$ cat config.mk
export PLATFORM = sky130hd
export DESIGN_NAME = lpdram_pwr_ctrl
export DESIGN_NICKNAME = d
export VERILOG_FILES = /design/src/rtl/lpdram_pwr_pkg.sv /design/src/rtl/lpdram_pwr_dp.sv /design/src/rtl/lpdram_pwr_fsm.sv /design/src/rtl/lpdram_pwr_ctrl.sv
export SDC_FILE = /design/constraint.sdc
export NUM_CORES = 1
export LEC_CHECK = 0
export BUFFER_PORTS_ARGS = -buffer_cell sky130_fd_sc_hd__clkbuf_2
export CAP_MARGIN = 10
export CORE_ASPECT_RATIO = 1.4
export CORE_MARGIN = 5
export CORE_UTILIZATION = 30
export CTS_BUF_LIST = sky130_fd_sc_hd__clkbuf_4
export DETAILED_ROUTE_END_ITERATION = 16
export PLACE_DENSITY = 0.57
export SYNTH_ARGS = -nofsm -noshare
export SYNTH_HDL_FRONTEND = slang
export SYNTH_HIERARCHICAL = 1
export SYNTH_SLANG_ARGS = --single-unit
$ cat constraint.sdc
create_clock -name clk -period 3.7 [get_ports clk]
set_clock_uncertainty 0.2 [all_clocks]
set_input_delay 0.74 -clock clk [delete_from_list [all_inputs] [get_ports clk]]
set_output_delay 0.74 -clock clk [all_outputs]
set_load 0.01 [all_outputs]
$ cat src/rtl/lpdram_pwr_pkg.sv
package lpdram_pwr_pkg;

  typedef enum logic [2:0] {
    ST_ACTIVE  = 3'd0,
    ST_CLKSTOP = 3'd1,
    ST_PPD     = 3'd2,
    ST_APD     = 3'd3,
    ST_DPD     = 3'd4,
    ST_EXIT    = 3'd5
  } pwrState_t;

  localparam logic [1:0] CMD_NONE = 2'd0;
  localparam logic [1:0] CMD_NOP  = 2'd1;

  localparam logic [1:0] MODE_CLKSTOP = 2'd0;
  localparam logic [1:0] MODE_PD      = 2'd1;
  localparam logic [1:0] MODE_DPD     = 2'd2;
  localparam logic [1:0] MODE_NONE    = 2'd3;

  typedef struct packed {
    logic idleCntClr;
    logic idleCntInc;
    logic exitLoad;
    logic exitDec;
    logic lostSet;
    logic lostClr;
  } pwrStrobe_t;

endpackage

$ cat src/rtl/lpdram_pwr_dp.sv
module lpdram_pwr_dp
  import lpdram_pwr_pkg::*;
#(
  parameter int IDLE_CNT_W  = 8,
  parameter int EXIT_CYCLES = 2
) (
  input  logic                  clk,
  input  logic                  rst_n,
  input  pwrStrobe_t            strobe,
  input  logic [IDLE_CNT_W-1:0] idleThr,
  output logic                  idleReached,
  output logic                  exitDone,
  output logic                  dataLost
);

  localparam int EXIT_CNT_W = $clog2(EXIT_CYCLES + 1);
  localparam logic [EXIT_CNT_W-1:0] EXIT_LOAD = EXIT_CNT_W'(EXIT_CYCLES - 1);

  logic [IDLE_CNT_W-1:0] idleCnt;
  logic [IDLE_CNT_W:0]   thrEff;
  logic [IDLE_CNT_W:0]   cntNext;
  logic [EXIT_CNT_W-1:0] exitCnt;

  always_comb begin
    thrEff  = (idleThr == '0) ? (IDLE_CNT_W+1)'(1) : {1'b0, idleThr};
    cntNext = {1'b0, idleCnt} + (IDLE_CNT_W+1)'(1);
  end

  assign idleReached = (cntNext >= thrEff);
  assign exitDone    = (exitCnt == '0);

  always_ff @(posedge clk or negedge rst_n) begin
    if (!rst_n) begin
      idleCnt <= '0;
    end else if (strobe.idleCntClr) begin
      idleCnt <= '0;
    end else if (strobe.idleCntInc) begin
      idleCnt <= cntNext[IDLE_CNT_W-1:0];
    end
  end

  always_ff @(posedge clk or negedge rst_n) begin
    if (!rst_n) begin
      exitCnt <= '0;
    end else if (strobe.exitLoad) begin
      exitCnt <= EXIT_LOAD;
    end else if (strobe.exitDec && exitCnt != '0) begin
      exitCnt <= exitCnt - 1'b1;
    end
  end

  always_ff @(posedge clk or negedge rst_n) begin
    if (!rst_n) begin
      dataLost <= 1'b0;
    end else if (strobe.lostSet) begin
      dataLost <= 1'b1;
    end else if (strobe.lostClr) begin
      dataLost <= 1'b0;
    end
  end


  exit_count_bound_chk: assert property (@(posedge clk) disable iff (!rst_n)
    exitCnt <= EXIT_LOAD);

endmodule

$ cat src/rtl/lpdram_pwr_fsm.sv
module lpdram_pwr_fsm
  import lpdram_pwr_pkg::*;
#(
  parameter int NUM_BANKS = 4
) (
  input  logic                 clk,
  input  logic                 rst_n,
  input  logic [1:0]           modeSel,
  input  logic                 sysIdle,
  input  logic                 sysWake,
  input  logic                 burstBusy,
  input  logic [NUM_BANKS-1:0] bankOpen,
  input  logic                 initDone,
  input  logic                 idleReached,
  input  logic                 exitDone,
  output pwrStrobe_t           strobe,
  output pwrState_t            state
);

  pwrState_t stateNext;
  pwrState_t target;
  logic      banksIdle;
  logic      eligible;

  assign banksIdle = (bankOpen == '0);

  always_comb begin
    eligible = sysIdle && !sysWake && !burstBusy && (modeSel != MODE_NONE)
               && ((modeSel != MODE_DPD) || banksIdle);
    case (modeSel)
      MODE_CLKSTOP: target = ST_CLKSTOP;
      MODE_PD:      target = banksIdle ? ST_PPD : ST_APD;
      default:      target = ST_DPD;
    endcase
  end

  always_comb begin
    stateNext = state;
    strobe    = '0;
    unique case (state)
      ST_ACTIVE: begin
        strobe.lostClr = initDone;
        if (eligible) begin
          if (idleReached) begin
            stateNext         = target;
            strobe.idleCntClr = 1'b1;
          end else begin
            strobe.idleCntInc = 1'b1;
          end
        end else begin
          strobe.idleCntClr = 1'b1;
        end
      end
      ST_CLKSTOP, ST_PPD, ST_APD, ST_DPD: begin
        if (sysWake) begin
          stateNext       = ST_EXIT;
          strobe.exitLoad = 1'b1;
          strobe.lostSet  = (state == ST_DPD);
        end
      end
      ST_EXIT: begin
        if (exitDone) stateNext = ST_ACTIVE;
        else          strobe.exitDec = 1'b1;
      end
      default: stateNext = ST_ACTIVE;
    endcase
  end

  always_ff @(posedge clk or negedge rst_n) begin
    if (!rst_n) state <= ST_ACTIVE;
    else        state <= stateNext;
  end


  clkstop_no_burst_chk: assert property (@(posedge clk) disable iff (!rst_n)
    (state == ST_CLKSTOP && $past(state) == ST_ACTIVE) |-> !$past(burstBusy));


  apd_kind_chk: assert property (@(posedge clk) disable iff (!rst_n)
    (state == ST_APD && $past(state) == ST_ACTIVE) |-> ($past(bankOpen) != '0));


  ppd_kind_chk: assert property (@(posedge clk) disable iff (!rst_n)
    (state == ST_PPD && $past(state) == ST_ACTIVE) |-> ($past(bankOpen) == '0));


  dpd_banks_closed_chk: assert property (@(posedge clk) disable iff (!rst_n)
    (state == ST_DPD && $past(state) == ST_ACTIVE) |-> ($past(bankOpen) == '0));


  wake_priority_chk: assert property (@(posedge clk) disable iff (!rst_n)
    (state == ST_ACTIVE && sysWake) |=> (state == ST_ACTIVE));

endmodule

$ cat src/rtl/lpdram_pwr_ctrl.sv
module lpdram_pwr_ctrl
  import lpdram_pwr_pkg::*;
#(
  parameter int NUM_BANKS   = 4,
  parameter int IDLE_CNT_W  = 8,
  parameter int EXIT_CYCLES = 2
) (
  input  logic                  clk,
  input  logic                  rst_n,
  input  logic [IDLE_CNT_W-1:0] idleThr,
  input  logic [1:0]            modeSel,
  input  logic                  sysIdle,
  input  logic                  sysWake,
  input  logic                  burstBusy,
  input  logic [NUM_BANKS-1:0]  bankOpen,
  input  logic                  initDone,
  output logic                  cke,
  output logic                  clkRun,
  output logic [1:0]            cmdOut,
  output logic                  seqStall,
  output logic [2:0]            pwrState,
  output logic                  dataLost,
  output logic                  initReq
);

  pwrStrobe_t strobe;
  pwrState_t  state;
  logic       idleReached;
  logic       exitDone;

  lpdram_pwr_fsm #(.NUM_BANKS(NUM_BANKS)) u_fsm (
    .clk         (clk),
    .rst_n       (rst_n),
    .modeSel     (modeSel),
    .sysIdle     (sysIdle),
    .sysWake     (sysWake),
    .burstBusy   (burstBusy),
    .bankOpen    (bankOpen),
    .initDone    (initDone),
    .idleReached (idleReached),
    .exitDone    (exitDone),
    .strobe      (strobe),
    .state       (state)
  );

  lpdram_pwr_dp #(.IDLE_CNT_W(IDLE_CNT_W), .EXIT_CYCLES(EXIT_CYCLES)) u_dp (
    .clk         (clk),
    .rst_n       (rst_n),
    .strobe      (strobe),
    .idleThr     (idleThr),
    .idleReached (idleReached),
    .exitDone    (exitDone),
    .dataLost    (dataLost)
  );

  always_comb begin
    cke      = !(state == ST_PPD || state == ST_APD || state == ST_DPD);
    clkRun   = (state != ST_CLKSTOP);
    cmdOut   = (state == ST_ACTIVE) ? CMD_NONE : CMD_NOP;
    seqStall = (state != ST_ACTIVE);
    pwrState = state;
    initReq  = dataLost && (state == ST_ACTIVE);
  end


  exit_nop_first_chk: assert property (@(posedge clk) disable iff (!rst_n)
    $rose(cke) |-> (cmdOut == CMD_NOP && seqStall));


  clock_restart_nop_chk: assert property (@(posedge clk) disable iff (!rst_n)
    $rose(clkRun) |-> (cmdOut == CMD_NOP && seqStall));


  stall_when_cke_low_chk: assert property (@(posedge clk) disable iff (!rst_n)
    (!cke || !clkRun) |-> seqStall);


  lost_from_deep_chk: assert property (@(posedge clk) disable iff (!rst_n)
    $rose(dataLost) |-> ($past(pwrState) == 3'd4));

endmodule

==> summary.md <==
| Metric | Value |
|---|---|
| CTS Buf Count | `3` |
| Flops & latches, synth | `14` |
| MaxCap Viol Count | `0` |
| CP max FO | `5` |
| Synth warn | `6` |
| Total grt overflow | `0` |
| Slowest CP cell | `dfrtp_1` |
| Outcome | `finished, final reports clean` |
| FP Rows | `27` |
| Post-synthesis sequential area ratio | `29.4%` |
| PortBufs | `28` |
| Starting DRT DRC Count | `26` |
| CTS Root Cell | `clkbuf_4` |
| Synth top area share | `29.4%` |
| CP Launch Type | `flip-flop` |
| Mean post-synth cell area | `8.57 µm²` |
| Area after DPL | `1340 µm²` |
| Die width | `63.3 µm` |
| DR WL/cell | `12.1 µm` |
| Post-synthesis cell count | `139` |
| Setup-failing EPs final | `0` |
| Cell breakdown of the critical path | `ha_1, and3_4, and3_4, xor2_1, ha_1, a21oi_1, a21boi_0, a311oi_1, o21ai_1, nor3_2, nand4_1, nor3_1, xnor2_1, nor2_1` |
| DRT Wirelength | `2510 µm` |
| Via count | `1,038` |
| Routability Congestion | `0.734` |
| TritonCTS clock tree | `done` |
| Distinct cell type count after synthesis | `43` |
| Routed vias/inst | `5.01` |
| Fin area | `1370 µm²` |
| HPWL after DPL | `2010 µm` |
| Worst hold path type | `in -> async` |
| Largest net degree at the start of global routing | `16` |
| Final Hold Viols | `0` |
| Most common cell after layout, fill and taps aside | `clkbuf_2` |
| Initial core utilization | `30.7%` |
| Total track usage | `10.0%` |
| Synthesized net count | `169` |
| Core Box Area | `3880 µm²` |
| Tcrit/Tclk final | `90.0%` |
| ANT cells | `0` |
| Nets | `195` |
| Initial antenna violation count | `0` |
| Power Density | `428 nW/µm²` |
| CP Capture Type | `flip-flop` |
| Dominant cells by area after synthesis | `dfrtp_1, ha_1, xor2_1, nor2_1, inv_1` |
| Pre-antenna DRT Iters | `6` |
| Antenna-violating nets left | `0` |
| Fin. max-slew vios | `0` |
| Yosys top cell by area | `dfrtp_1` |
| Critical path buffer and inverter count | `0` |
| Ports | `30` |
| Vias in the first global route | `1,094` |
| Fmax | `0.300 GHz` |
| First-pass GRT wire length | `4560 µm` |
| CP peak stage delay | `460 ps` |
| RSZ-0062 raised after global routing | `false` |
| Top delay family on crit path | `simple AND/OR/NAND/NOR gates` |
| Final Critical Period | `3330 ps` |
| Clk slew on worst S/H paths | `90 ps` |
| Leak | `0.741 nW` |
| Peak VDD IR | `0.000253 V` |
| # clock sinks | `14` |
| CP arrival | `3290 ps` |
| Commonest non-fill, non-tap cells in the layout | `clkbuf_2, nor2_1, dfrtp_1, inv_1, nand2_1` |
| Post-CTS Setup Inserts | `0` |
| Worst-Skew Late Latency | `270 ps` |
| Fraction of layout cells with a size suffix above 1 | `25.6%` |
| Final setup TNS | `0 ps` |
| DRC viols | `0` |
| Max Root-Sink Buffers | `2` |
| Worst Setup Path Type | `reg -> reg` |
| Die H | `84.6 µm` |
| DIE AREA | `5350 µm²` |
| Hold-fix buffers, CTS | `0` |
| Cells after DPL | `203` |
| Area grow syn2layout | `15.1%` |
| Worst EP required | `3660 ps` |
| PostCTS Resize Cnt | `0` |
| Post-Syn Area | `1190 µm²` |
| Htree depth | `1` |
| Fin cells | `207` |
## routing by layer
layer	wire, µm	global-route usage [%]	up-vias
met1	1090	12.6	473
met5	0	0	-
met3	163	1.74	0
met4	0	3.21	0
li1	-	-	526
met2	1250	17.2	39
## power breakdown
| part | internal (W) | switching (W) | total, W |
|---|---|---|---|
| clock | 0.0000390 | 0.0000488 | 0.0000879 |
| combinational | 0.000129 | 0.000144 | 0.000273 |
| sequential | 0.000180 | 0.0000468 | 0.000227 |
## registers in the layout, indices dropped and copies added, names as in the netlist
| register | cells |
|---|---|
| u_dp/dataLost | 1 |
| u_dp/exitCnt | 2 |
| u_dp/idleCnt | 8 |
| u_fsm/state | 3 |
## Yosys cell counts, drive strengths merged
cell / number
or4: 1
o21ai: 6
nand3: 2
dfrtp: 14
xnor2: 4
nand4b: 1
a21o: 2
a311oi: 1
inv: 13
o21a: 1
and4: 1
nand2b: 2
mux2i: 3
nor4: 1
nor4bb: 1
a21oi: 4
o31ai: 2
o32ai: 1
o41ai: 1
conb: 1
nand4: 3
or3: 2
buf: 7
nand2: 11
o221ai: 1
a41o: 1
nor3: 4
and3: 5
ha: 10
xor2: 10
nor3b: 2
and2: 1
nor2: 18
clkbuf: 1
a21boi: 1
## worst register-to-register path: cells and delay by family (launching register included)
| family | cells | cell delay [ps] |
|---|---|---|
| AND/OR/NAND/NOR | 6 | 1060 |
| AO/OA/AOI/OAI | 4 | 710 |
| flip-flops | 1 | 460 |
| adder cells (fa/ha/maj) | 2 | 520 |
| XOR/XNOR | 2 | 280 |
## cell families (layout without fill, tap and decap cells)
| family | Yosys count | after routing | share of synthesized area (%) |
|---|---|---|---|
| adders and majority gates | 10 | 10 | 10.5 |
| and+or+nand+nor | 55 | 55 | 25.4 |
| DFF | 14 | 14 | 29.4 |
| muxes | 3 | 3 | 2.52 |
| AOI/OAI and AO/OA | 21 | 21 | 13.0 |
| xor gates and xnor gates | 14 | 14 | 10.3 |
| buffers and inverters | 21 | 46 | 8.51 |
| other | 1 | 1 | 0.315 |
## per-stage QoR
| stage | power, W | hold WS (ps) | util (%) | setup WS (ps) |
|---|---|---|---|---|
| final | 0.000587 | 162 | 35.3 | 369 |
| after global routing | 0.000653 | 166 | 35.3 | 121 |
| after detailed placement | 0.000505 | 300 | 34.5 | 317 |
| after global placement | 0.000501 | 301 | 34.5 | 389 |
| after CTS | 0.000599 | 160 | 35.2 | 293 |
| after floorplan | 0.000429 | 244 | - | 574 |
## worst paths after layout
check	startpoint	endpoint	slack [ps]	depth (start not counted)
min in group clk	u_dp/dataLost	u_dp/dataLost	320	1
setup reg to reg	u_dp/idleCnt[0]	u_dp/idleCnt[7]	370	14
setup / recovery	u_dp/idleCnt[0]	u_dp/idleCnt[7]	370	14
max in group asynchronous	rst_n	u_dp/idleCnt[4]	2860	1
hold reg to reg	u_dp/dataLost	u_dp/dataLost	320	1
hold / removal	rst_n	u_dp/dataLost	160	1
## layout make-up
type / count / area, µm²
multi-input combinational: 104 / 744
tap: 43 / 53.8
timing repair buffer: 29 / 148
inverter: 13 / 48.8
clock inverter: 1 / 3.75
fill: 430 / 2510
clock buffer: 3 / 22.5
sequential: 14 / 350
No activity file was read; power rests on OpenSTA's default activity.
